**config.mk**
```make
export PLATFORM = sky130hd
export DESIGN_NAME = prebias_ctrl
export DESIGN_NICKNAME = d
export VERILOG_FILES = /design/src/rtl/prebias_pkg.sv /design/src/rtl/prebias_qual.sv /design/src/rtl/prebias_gate.sv /design/src/rtl/prebias_ctrl.sv
export SDC_FILE = /design/constraint.sdc
export NUM_CORES = 1
export LEC_CHECK = 0
export ABC_AREA = 1
export ABC_CLOCK_PERIOD_IN_PS = 1200
export BUFFER_PORTS_ARGS = -buffer_cell sky130_fd_sc_hd__buf_2
export CORE_AREA = 3 3 40 42
export DETAILED_ROUTE_END_ITERATION = 10
export DIE_AREA = 0 0 43 45
export HOLD_SLACK_MARGIN = 0.03
export PLACE_DENSITY_LB_ADDON = 0.3
export SLEW_MARGIN = 25
export SYNTH_ARGS = -nofsm -noshare
export SYNTH_HDL_FRONTEND = slang
export SYNTH_SLANG_ARGS = --single-unit
```
**constraint.sdc**
```tcl
create_clock -name clk_i -period 1.2 [get_ports clk_i]
set_input_delay 0.24 -clock clk_i [delete_from_list [all_inputs] [get_ports clk_i]]
set_output_delay 0.24 -clock clk_i [all_outputs]
set_load 0.05 [all_outputs]
```
**src/rtl/prebias_pkg.sv**
```systemverilog
package prebias_pkg;
   // Charger phase codes seen on phase_i
   typedef enum logic [2:0] {
      PH_IDLE    = 3'd0,
      PH_TRICKLE = 3'd1,
      PH_PRECHG  = 3'd2,
      PH_FAST    = 3'd3,
      PH_TAPER   = 3'd4,
      PH_DONE    = 3'd5,
      PH_FAULT   = 3'd6,
      PH_RSVD    = 3'd7
   } phase_e;

   // Phases in which an activated sink may conduct: idle, trickle, taper
   localparam logic [7:0] DEF_ALLOW = (8'd1 << PH_IDLE) | (8'd1 << PH_TRICKLE)
                                    | (8'd1 << PH_TAPER);
   localparam int unsigned DEF_QUAL_TICKS = 5;
endpackage

```
**src/rtl/prebias_qual.sv**
```systemverilog
module prebias_qual #(
   parameter int unsigned QUAL_TICKS = 5
) (
   input  logic clk_i,
   input  logic rst_ni,
   input  logic arm_i,
   input  logic tick_i,
   output logic hit_o
);
   generate
      if (QUAL_TICKS < 1) begin : g_bad_qual
         $error("prebias_qual: QUAL_TICKS must be at least 1");
      end

      if (QUAL_TICKS == 1) begin : g_single
         // One tick inside the window suffices: no counter
         assign hit_o = arm_i & tick_i;
      end else begin : g_count
         localparam int unsigned CNT_W = $clog2(QUAL_TICKS);
         localparam logic [CNT_W-1:0] LAST = CNT_W'(QUAL_TICKS - 1);

         logic [CNT_W-1:0] cnt_q;
         logic             full;

         assign full  = (cnt_q == LAST);
         assign hit_o = arm_i & tick_i & full;

         always_ff @(posedge clk_i or negedge rst_ni) begin
            if (!rst_ni) begin
               cnt_q <= '0;
            end else if (!arm_i) begin
               cnt_q <= '0;
            end else if (tick_i && !full) begin
               cnt_q <= cnt_q + CNT_W'(1);
            end
         end
      end
   endgenerate
endmodule

```
**src/rtl/prebias_gate.sv**
```systemverilog
module prebias_gate #(
   parameter int unsigned STATE_W = 3,
   parameter logic [(1<<STATE_W)-1:0] ALLOW_MASK = '1
) (
   input  logic [STATE_W-1:0] phase_i,
   output logic               allow_o
);
   localparam int unsigned NCODE = 1 << STATE_W;

   logic [NCODE-1:0] hot;

   generate
      for (genvar c = 0; c < NCODE; c++) begin : g_code
         assign hot[c] = (phase_i == STATE_W'(c)) & ALLOW_MASK[c];
      end
   endgenerate

   assign allow_o = |hot;
endmodule

```
**src/rtl/prebias_ctrl.sv**
```systemverilog
module prebias_ctrl
   import prebias_pkg::*;
#(
   parameter int unsigned STATE_W    = 3,
   parameter int unsigned QUAL_TICKS = DEF_QUAL_TICKS,
   parameter logic [(1<<STATE_W)-1:0] ALLOW_MASK = (1<<STATE_W)'(DEF_ALLOW)
) (
   input  logic               clk_i,
   input  logic               rst_ni,
   input  logic               vin_over_i,
   input  logic               vin_over_hi_i,
   input  logic [STATE_W-1:0] phase_i,
   input  logic               auto_off_i,
   input  logic               func_en_i,
   input  logic               tick_ms_i,
   output logic               sink_en_o,
   output logic               act_seen_o,
   output logic               sink_live_o
);
   generate
      if (STATE_W < 1 || STATE_W > 4) begin : g_bad_w
         $error("prebias_ctrl: STATE_W must be 1 to 4");
      end
      if (ALLOW_MASK == '0) begin : g_bad_mask
         $error("prebias_ctrl: ALLOW_MASK enables no phase");
      end
   endgenerate

   logic win, arm, hit, allow;
   logic act_q, act_d, sink_q, sink_d;

   assign win = vin_over_i & ~vin_over_hi_i;
   assign arm = win & func_en_i;

   prebias_qual #(.QUAL_TICKS(QUAL_TICKS)) u_qual (
      .clk_i  (clk_i),
      .rst_ni (rst_ni),
      .arm_i  (arm),
      .tick_i (tick_ms_i),
      .hit_o  (hit)
   );

   prebias_gate #(.STATE_W(STATE_W), .ALLOW_MASK(ALLOW_MASK)) u_gate (
      .phase_i (phase_i),
      .allow_o (allow)
   );

   always_comb begin
      act_d = act_q;
      if (!func_en_i || vin_over_hi_i) begin
         act_d = 1'b0;
      end else if (hit) begin
         act_d = 1'b1;
      end
      sink_d = act_d & func_en_i & ~auto_off_i & allow;
   end

   always_ff @(posedge clk_i or negedge rst_ni) begin
      if (!rst_ni) begin
         act_q  <= 1'b0;
         sink_q <= 1'b0;
      end else begin
         act_q  <= act_d;
         sink_q <= sink_d;
      end
   end

   assign sink_en_o   = sink_q;
   assign sink_live_o = sink_q;
   assign act_seen_o  = act_q;
endmodule

```
### After elaboration in Yosys (flattened, before gate mapping)

Cells that the tools add are included.

* register bits: 5
* input bits: 10
* output and inout bits: 3
* logic and storage cells: 27

* add/subtract/negate cells: 1
* eq/ne operators: 4
* multiplexer cells: 4
* bitwise gates (word level): 9
* reductions and logical operators: 6

Operators by type and width (number)
* AND 1 bit: 7
* equality test 3 bit, second input constant: 2
* 2-to-1 mux 3 bit: 2
* adder 3 x 1 -> 3 bit, second input constant: 1
* equality test 3 x 1 -> 1 bit, second input constant: 1
* logical NOT 3 bit: 1
* OR reduction 3 bit: 1
* logical NOT 1 bit: 2
* 2-to-1 mux 1 bit: 2
* != test 2 bit, second input constant: 1
* NOT 1 bit: 2
* logical AND 1 bit: 1
* logical OR 1 bit: 1

### Longest topological paths before layout

Gate-level depths: netlist (run 1).

* word-level depth: 10
* depth in mapped cells: 8
* mapped depth without buffers: 8

### Modules after synthesis

A second synthesis (run 1) with hierarchy kept.

* cell total of the unflattened synthesis: 41
* area, all modules: 309.0 µm²

Modules (own cells, without submodules)
* prebias_qual: times used 1, cells an instance 26, area each 192.7 µm², seq. area each 75.1 µm²
* prebias_ctrl: times used 1, cells an instance 14, area each 107.6 µm², seq. area each 50.0 µm²
* prebias_gate: times used 1, cells an instance 1, area each 8.8 µm², seq. area each 0.0 µm²

### Least setup slack after synthesis (run 1)

Ideal clock, no wire load.

* kind: flip-flop to output port
* from: reg sink_q (netlist: sink_en_o)
* to: out sink_live_o
* data arrival time: 0.886 ns
* slack: 0.074 ns
* cell stages (with the launch flop): 2
* path buffers: 1
* cell sequence: dfrtp_1 > buf_4

RTL lines
* from (decl): RTL line prebias_ctrl.sv:30 `logic act_q, act_d, sink_q, sink_d;`
* from (signal assigned): RTL line prebias_ctrl.sv:64 `sink_q <= sink_d;`
* to (decl): RTL line prebias_ctrl.sv:18 `output logic sink_live_o`

No word-level cell between the ends.

### Worst setup path in the final report (run 1)

* from: reg u_qual.g_count.cnt_q[0]
* to: reg u_qual.g_count.cnt_q[1]

* longest elaborated chain between the ends: 4
* elaborated cells between the ends (all ways): 7
* classes of those cells: add/sub (1); eq/ne (2); mux (2); reduce/logical (2)

RTL lines
* from (decl): RTL line prebias_qual.sv:22 `logic [CNT_W-1:0] cnt_q;`
* from (signal assigned): RTL line prebias_qual.sv:34 `cnt_q <= cnt_q + CNT_W'(1);`
* branches (longest 4 deep; another with adder 3 x 1 -> 3 bit)

Several ways; the timed one is not identified. The select of a mux whose other input is x is not followed.
A chain may end at the register's enable or synchronous reset.

==> impl_summary.md, run 1 <==
Detailed routing
The first detailed-routing pass ran for 3 iterations. The residual antenna-violating net count after detailed routing is 0. The number of DRC violations after detailed routing is 0. The final route contains 274 vias. The DRC marker count from the first detailed-route iteration is 2. The wire length per cell is between 8 and 9 um. After detailed routing, the number of vias per cell comes to between 3 and 4. The wire length reported by the detailed router is 596 um.

Min path
The start point of the worst hold path is phase_i[1]. The min-delay analysis places its worst path in the category input port to flip-flop. The path with the worst hold slack has its endpoint at sink_en_o. The worst hold path was traced through 4 stages.

Yosys
The average instance in the mapped netlist occupies 7.83 um^2. The Yosys step of the flow raised 0 warnings. The number of standard cells after synthesis is 39.

The mapped netlist covers 305 um^2. Counting flops and latches in the post-synthesis netlist gives 5. The share of the yosys chip area belonging to registers is 41.0%. The net count after synthesis is 51. After synthesis, the netlist uses 12 different library cells.

Clock network
The CTS tree is built. The number of sinks handled by clock tree synthesis is 5. In this run the deepest clock path goes through 2 buffers. After clock tree synthesis, the clock-pin slew on the worst setup and hold paths is ~0.040 ns. The count of H-tree levels built during CTS is 1. Clock tree synthesis selected as its root buffer the cell sky130_fd_sc_hd__clkbuf_4. Clock tree synthesis inserted a total of 3 buffers. The clock insertion delay at the later pin of the skew report is 0.25 ns.

Cells and area
The number of diodes is 0. At the end of the flow the core is filled with cells to 32.9%. Leaving out filler cells and counting taps, the final layout contains 71. The final net count is 69. The post-route netlist has 37.5% of its cells at a drive strength greater than 1. In the layout the commonest cells are sky130_fd_sc_hd__nand2_1 (12), sky130_fd_sc_hd__buf_2 (12), sky130_fd_sc_hd__inv_1 (6). The area growth from synthesis to layout is 38.5%.

Run status
The flow ran to the end, and the final reports show no timing, DRC or antenna violations.

Timing
The total count of max-transition violations in the final report came to 0. The highest attainable clock frequency is 901 MHz. Between clock sinks in the finished design, the worst skew comes to 0.000485 ns. The final hold violation count was 0. At the pin with the least slew margin, the transition time is approximately 0.25 ns. The worst pin sits at a relative slew slack of 83.5%. The worst path in the final design needs a cycle of 1.11 ns, including I/O delays and setup. Setup violations remaining at the end of the flow were counted as 0. The total negative slack for setup checks is 0 ns.

Across all hold checks on the routed design, the worst slack comes to 0.215 ns. Of the available clock period, the critical path in the final layout requires 92.5%.

Die
The starting density of the core is 23.8%. For this design the top-level I/O count stands at 13. From bottom edge to top edge, the die measures between 40 and 50 um. The chip width is 43 um. The die covers 1940 um^2. The area of the core is 1280 um^2. Row generation in the floorplan step produced 13 rows.

Setup path
The cell repeated most along the worst path is sky130_fd_sc_hd__nand2_1. The cell type of the slowest stage on the worst timing path is sky130_fd_sc_hd__dfrtp_1. Traced cell by cell, the critical path runs through inv_1, ha_1, nand2_1, nand2_2, inv_2, nor2_4, nand2_1, nand2_1.

The critical register-to-register path startpoint is u_qual.g_count.cnt_q[0]. The kind of cell with the highest combined delay along the critical path is flip-flops. The critical path is of the flip-flop to flip-flop type. The worst setup path is captured at a flip-flop. The maximum fanout count along the critical path is 3. The path depth of the worst reg2reg path is 8. The number of buffers and inverters on the critical path is 2. The stage delay of the slowest cell on the critical path is 0.39 ns. The worst-case register-to-register setup slack is 0.09 ns.

Data on the critical path is required at its endpoint by approximately 1.4 ns. The arrival time of the worst setup path is 1.29 ns. STA classifies the critical path startpoint as a flip-flop. In this run the critical register-to-register path is captured at u_qual.g_count.cnt_q[1]. Counting buffers and inverters, the worst setup path is 8 cells deep.

Power
The power density of the placed cells is a little under 1000 nW/um^2. The worst voltage drop across the vdd grid is 0.000496 V. The leakage component of the power is 0.250 nW.

Placed design
Port buffering added 12 buffers. The final weighted congestion in routability-driven placement is 0.713. In this run, placement finished with an instance count of 65.

Global route
The total grt overflow is 0. Entering global routing, the biggest net connects 6 pins. The first-pass GRT wire length is 876 um. The global router's overall resource usage is 6.94%. The initial antenna violation count came to 0. The number of global-route vias before repair was between 200 and 250.

Job
The total of max-cap violations is 0.
routing by layer:
metal  wire length, um  track usage [%]
met2               241             7.49
met5                 0                0
met1               255             8.29
met3                90             5.98
met4                 9             5.42
power by group:
part	leakage [nW]	internal [W]	total, W	switching (W)
clock network	0.0150	0.000126	0.000200	0.0000735
registers	0.0696	0.000170	0.000171	0.000000866
logic	0.166	0.0000206	0.0000427	0.0000221
worst max-delay path by stage:
stage,start,slack (ns),to
after floorplan,sink_en_o,0.07,sink_live_o
after global placement,u_qual.g_count.cnt_q[0],0.09,u_qual.g_count.cnt_q[1]
after detailed placement,u_qual.g_count.cnt_q[0],0.1,u_qual.g_count.cnt_q[1]
after CTS,u_qual.g_count.cnt_q[0],0.08,u_qual.g_count.cnt_q[1]
after global routing,u_qual.g_count.cnt_q[0],-0.001,u_qual.g_count.cnt_q[1]
final,u_qual.g_count.cnt_q[0],0.09,u_qual.g_count.cnt_q[1]
timing repair:
action	CTS	global route
hold buffers	1	0
resized for setup	0	1
setup endpoints to repair	0	1
buffers inserted	0	1
endpoints found under the hold margin	5	0
metrics by stage:
stage | setup slack [ns] | instance area, um^2 | total power, W
after floorplan | 0.0737 | 305 | 0.000190
after global placement | 0.0881 | 377 | 0.000212
after detailed placement | 0.0958 | 377 | 0.000212
after CTS | 0.0836 | 413 | 0.000422
after global routing | -0.00104 | 423 | 0.000442
final | 0.0902 | 423 | 0.000413
synthesized netlist by cell type, drive strengths merged:
library cell	count	area [um^2]
nand3	3	27.5
nor2	7	33.8
inv	7	26.3
xor2	1	8.76
nand2	13	51.3
dfrtp	5	125
buf	1	7.51
ha	2	25.0
worst register-to-register path: stages, from the launching register on:
cell and delay [ns]:
sky130_fd_sc_hd__dfrtp_1 0.39, sky130_fd_sc_hd__inv_1 0.09, sky130_fd_sc_hd__ha_1 0.17, sky130_fd_sc_hd__nand2_1 0.07
sky130_fd_sc_hd__nand2_2 0.08, sky130_fd_sc_hd__inv_2 0.05, sky130_fd_sc_hd__nor2_4 0.10, sky130_fd_sc_hd__nand2_1 0.06
sky130_fd_sc_hd__nand2_1 0.05
flip-flops by register name (all words and copies together) (netlist names):
| register | cells |
|---|---|
| act_seen_o | 1 |
| sink_en_o | 1 |
| u_qual.g_count.cnt_q | 3 |
logic make-up (layout without fill, tap and decap cells):
group	Yosys count	count (layout)	share of synthesized area [%]
xor+xnor	1	1	2.87
fa+ha+maj	2	2	8.20
buf+inv	8	25	11.1
simple gates	23	23	36.9
flops	5	5	41.0
cell type report:
cell class	instances	area, um^2
Fill cell	138	862
Multi-Input combinational cell	26	149
Sequential cell	5	125
Timing Repair Buffer	14	77.6
Clock buffer	4	26.3
Inverter	7	26.3
Tap cell	15	18.8
No activity file was read; power rests on OpenSTA's default activity.
==> run 2: changes to the inputs <==
Settings changed: ABC_AREA 1 to unset, HOLD_SLACK_MARGIN 0.03 to 0.08, TNS_END_PERCENT set to 100.
==> impl_summary.md, run 2 <==
Clock network
The root buffer cell is sky130_fd_sc_hd__clkbuf_4. The clock transition at the registers of the reported paths is 0.05 ns. For the worst-skew pair, the clock arrives at the later sink with an insertion delay of ~0.25 ns. The CTS tree is built. In this run the number of H-tree levels came out at 1. The number of buffers between clock root and the deepest sink is 2.

The total clock buffers created by CTS is 3. The tree built by TritonCTS fans out to 5 sinks.

Placed design
The final weighted congestion in routability-driven placement is 0.626. The count of buffers from port buffering is 12. Detailed placement ended at an HPWL of 483 um.

Once placement finished, the instance area stood at 364 um^2. Prior to clock tree synthesis, the placed netlist has a worst setup slack of ~0.0091 ns.

Yosys
After synthesis the netlist holds a flip-flop and latch count of 5. The share of the synthesized area in the top cell type is between 40% and 50%. In the post-synthesis netlist, the cell with the most instances is sky130_fd_sc_hd__dfrtp_1. After synthesis, the share of flip-flops with an asynchronous set or reset is 100%. Synthesis produced 25 cells. Ranked by total cell area, the synthesized netlist is headed by sky130_fd_sc_hd__dfrtp_1 (43%), sky130_fd_sc_hd__nand4b_1 (12%), sky130_fd_sc_hd__ha_1 (8.5%). The net count after synthesis is 37. The total number of yosys warnings is 0.

The most used flip-flop cell after synthesis is sky130_fd_sc_hd__dfrtp_1. The count of unique library cells instantiated by Yosys is 15. In the synthesized netlist, the cells that appear most often are sky130_fd_sc_hd__dfrtp_1 (5), sky130_fd_sc_hd__nand4b_1 (4), sky130_fd_sc_hd__ha_1 (2), sky130_fd_sc_hd__inv_1 (2), sky130_fd_sc_hd__mux2i_1 (2). Dividing the synthesized area by the synthesized cell count gives about 12 um^2. In this run the cell area of the synthesized design comes to 293 um^2. The number of synthesized flops with an enable pin is 0. The synthesized design spends more area on one cell type than any other, namely sky130_fd_sc_hd__dfrtp_1. The share of the yosys chip area belonging to registers is 42.7%.

Timing
Setup total negative slack on the finished layout was measured at 0 ns. After layout, the worst setup slack is ~0.072 ns. Derived from the worst setup path, the maximum achievable clock frequency is 887 MHz.

The worst path needs 1.13 ns of the cycle, external delays included. The total count of max-transition violations in the final report is 0. The count of final setup violators is 0. For the final database, setup skew stands at 0.00609 ns. At the pin with the least slew margin, the transition time is between 0.2 and 0.25 ns. The headroom to the max-slew limit is 85.2%. The minimum hold slack is 0.233 ns. The post-route clock period utilization is a little over nine tenths.

Setup repair after global routing left no endpoint under its margin. The final hold violation count is 0.

Job
The total of max-cap violations is 0.

Global route
Global routing consumed, over all layers together, approximately 7.3% of the routing resources. The first-pass GRT wire length is 917 um. The total grt overflow is 0. The maximum number of pins on one net before global-route repair is 7.

The initial antenna violation count is 0. The number of global-route vias before repair is 235.

Setup path
The type of the worst setup path is flip-flop to flip-flop. The slowest stage of the critical path belongs to the cell sky130_fd_sc_hd__dfrtp_1. Counting both buffers and inverters, the worst setup path holds a total of 1. For the worst setup path, the data required time is 1.33 ns. Of all nets on the critical path, the largest fanout is 3.

The signal on the critical path passes through inv_1, ha_2, nand4b_1, and4bb_2. The stage delay of the slowest cell on the critical path is 0.38 ns. The worst setup path is captured at a flip-flop. The startpoint type of the worst setup path is a flip-flop. The kind of cell adding the most delay to the critical path is simple AND/OR/NAND/NOR gates. Data arrives at the worst endpoint at 1.26 ns.

Detailed routing
The via density per instance is 4.39. The DRC marker count from the first detailed-route iteration is 4. The wire length reported by the detailed router is 617 um.

The wire length per cell is between 10 and 15 um. The number of vias in the routed layout is 250. The count of nets left with antenna violations once routing finished came out at 0. The number of detailed-routing iterations run before antenna repair is 2. For this run, design rule violations remaining after detail routing come to 0.

Cells and area
The final net count is 55. The number of antenna diodes in the final layout is 0. The area growth from synthesis to layout is 40.2%. Counting flops per register, the top entry is u_qual.g_count.cnt_q. After routing the design area is 410 um^2. Cells with a size suffix above 1 make up 45.2% of the layout. Leaving out fill and tap cells, the most frequent cell in the layout is sky130_fd_sc_hd__buf_2. The top cell types in the final layout, fill and taps aside, are sky130_fd_sc_hd__buf_2 (12), sky130_fd_sc_hd__dfrtp_1 (5), sky130_fd_sc_hd__nand4b_1 (4). The fill cell total of the finished layout is 130. The flip-flop count of the largest register after layout is 3.

Die
The I/O pin count is 13. The starting density of the core is 22.8%. The die height is around 45 um.

The die is 43 um wide. The total die area is ~1900 um^2. The placement row count is 13. The region available for standard cell placement spans 1280 um^2.

Power
The sequential share of power is around two fifths. The power density of the placed cells is 1010 nW/um^2. Summed over all nets, the switching power comes to 0.0000952 W. The switching share of power is a little under a quarter. The internal portion of the total power is 0.000320 W.

The clock network burns 48.3% of the power. The share of total power dissipated in combinational logic is 10.5%. In this run the static leakage power is just under 0.2 nW.

IR analysis of the VDD net gives a maximum drop of 0.000362 V.

Min path
The worst hold-check path type is input port to flip-flop.

Run status
The flow ran to the end, and the final reports show no timing, DRC or antenna violations.
-- run 2: worst min-delay path, cell delays in order --
cell                      delay [ns]
sky130_fd_sc_hd__buf_2          0.07
sky130_fd_sc_hd__a211o_1        0.09
sky130_fd_sc_hd__nor3_1         0.04
-- run 2: per-layer routing --
layer | vias up | part of all wire, % | GRT usage, % | wire [um]
li1 | 128 | - | - | -
met1 | 111 | 46 | 7.82 | 281
met2 | 11 | 41 | 8.98 | 256
met3 | 0 | 13 | 6.37 | 79
met4 | 0 | 0 | 5.42 | 0
met5 | - | 0 | 0 | 0
-- run 2: final timing paths --
check | to | startpoint | cells after the start | slack [ns]
min | sink_en_o | phase_i[1] | 3 | 0.23
max reg2reg | u_qual.g_count.cnt_q[2] | u_qual.g_count.cnt_q[1] | 4 | 0.07
max in group asynchronous | u_qual.g_count.cnt_q[1] | rst_ni | 2 | 0.72
min reg2reg | act_seen_o | act_seen_o | 2 | 0.53
min in group asynchronous | act_seen_o | rst_ni | 2 | 0.34
max | u_qual.g_count.cnt_q[2] | u_qual.g_count.cnt_q[1] | 4 | 0.07
-- run 2: power groups by stage --
stage          combinational (W)  clock, W  sequential [W]
2_1_floorplan          0.0000143         0        0.000174
5_1_grt                0.0000484  0.000220        0.000171
6_report               0.0000437  0.000200        0.000171
3_3_place_gp           0.0000390         0        0.000174
3_5_place_dp           0.0000390         0        0.000174
4_1_cts                0.0000416  0.000210        0.000171
-- run 2: timing repair --
item / CTS / global route
endpoints found under the hold margin: 5 / 0
hold buffers: 1 / 0
cloned: 0 / 0
endpoints found under the setup margin: 1 / 4
pin swaps: 1 / 0
buffers inserted: 0 / 1
resized for setup: 0 / 1
-- run 2: final cells by class --
type	count	area, um^2	share of cell area, %
inverter	2	7.51	1.83
timing repair buffer	14	77.6	18.9
multi-input combinational	17	155	37.8
sequential	5	125	30.5
clock buffer	4	26.3	6.40
tap	15	18.8	4.57
-- run 2: cells by family (layout without fill, tap and decap cells) --
family          count (synthesis)  after routing  share of synthesized area [%]
compound gates                  4              4                           11.5
fa+ha+maj                       2              2                           8.55
buf+inv                         3             20                           5.13
flops                           5              5                           42.7
mux                             2              2                           6.84
simple gates                    9              9                           25.2
-- run 2: stage by stage --
step / power [W] / utilization [%] / std cells
6_report: 0.000415 / 31.9 / 57
5_1_grt: 0.000440 / 31.9 / 57
2_1_floorplan: 0.000188 / - / 25
3_3_place_gp: 0.000213 / 28.3 / 51
4_1_cts: 0.000423 / 31.2 / 56
3_5_place_dp: 0.000213 / 28.3 / 51
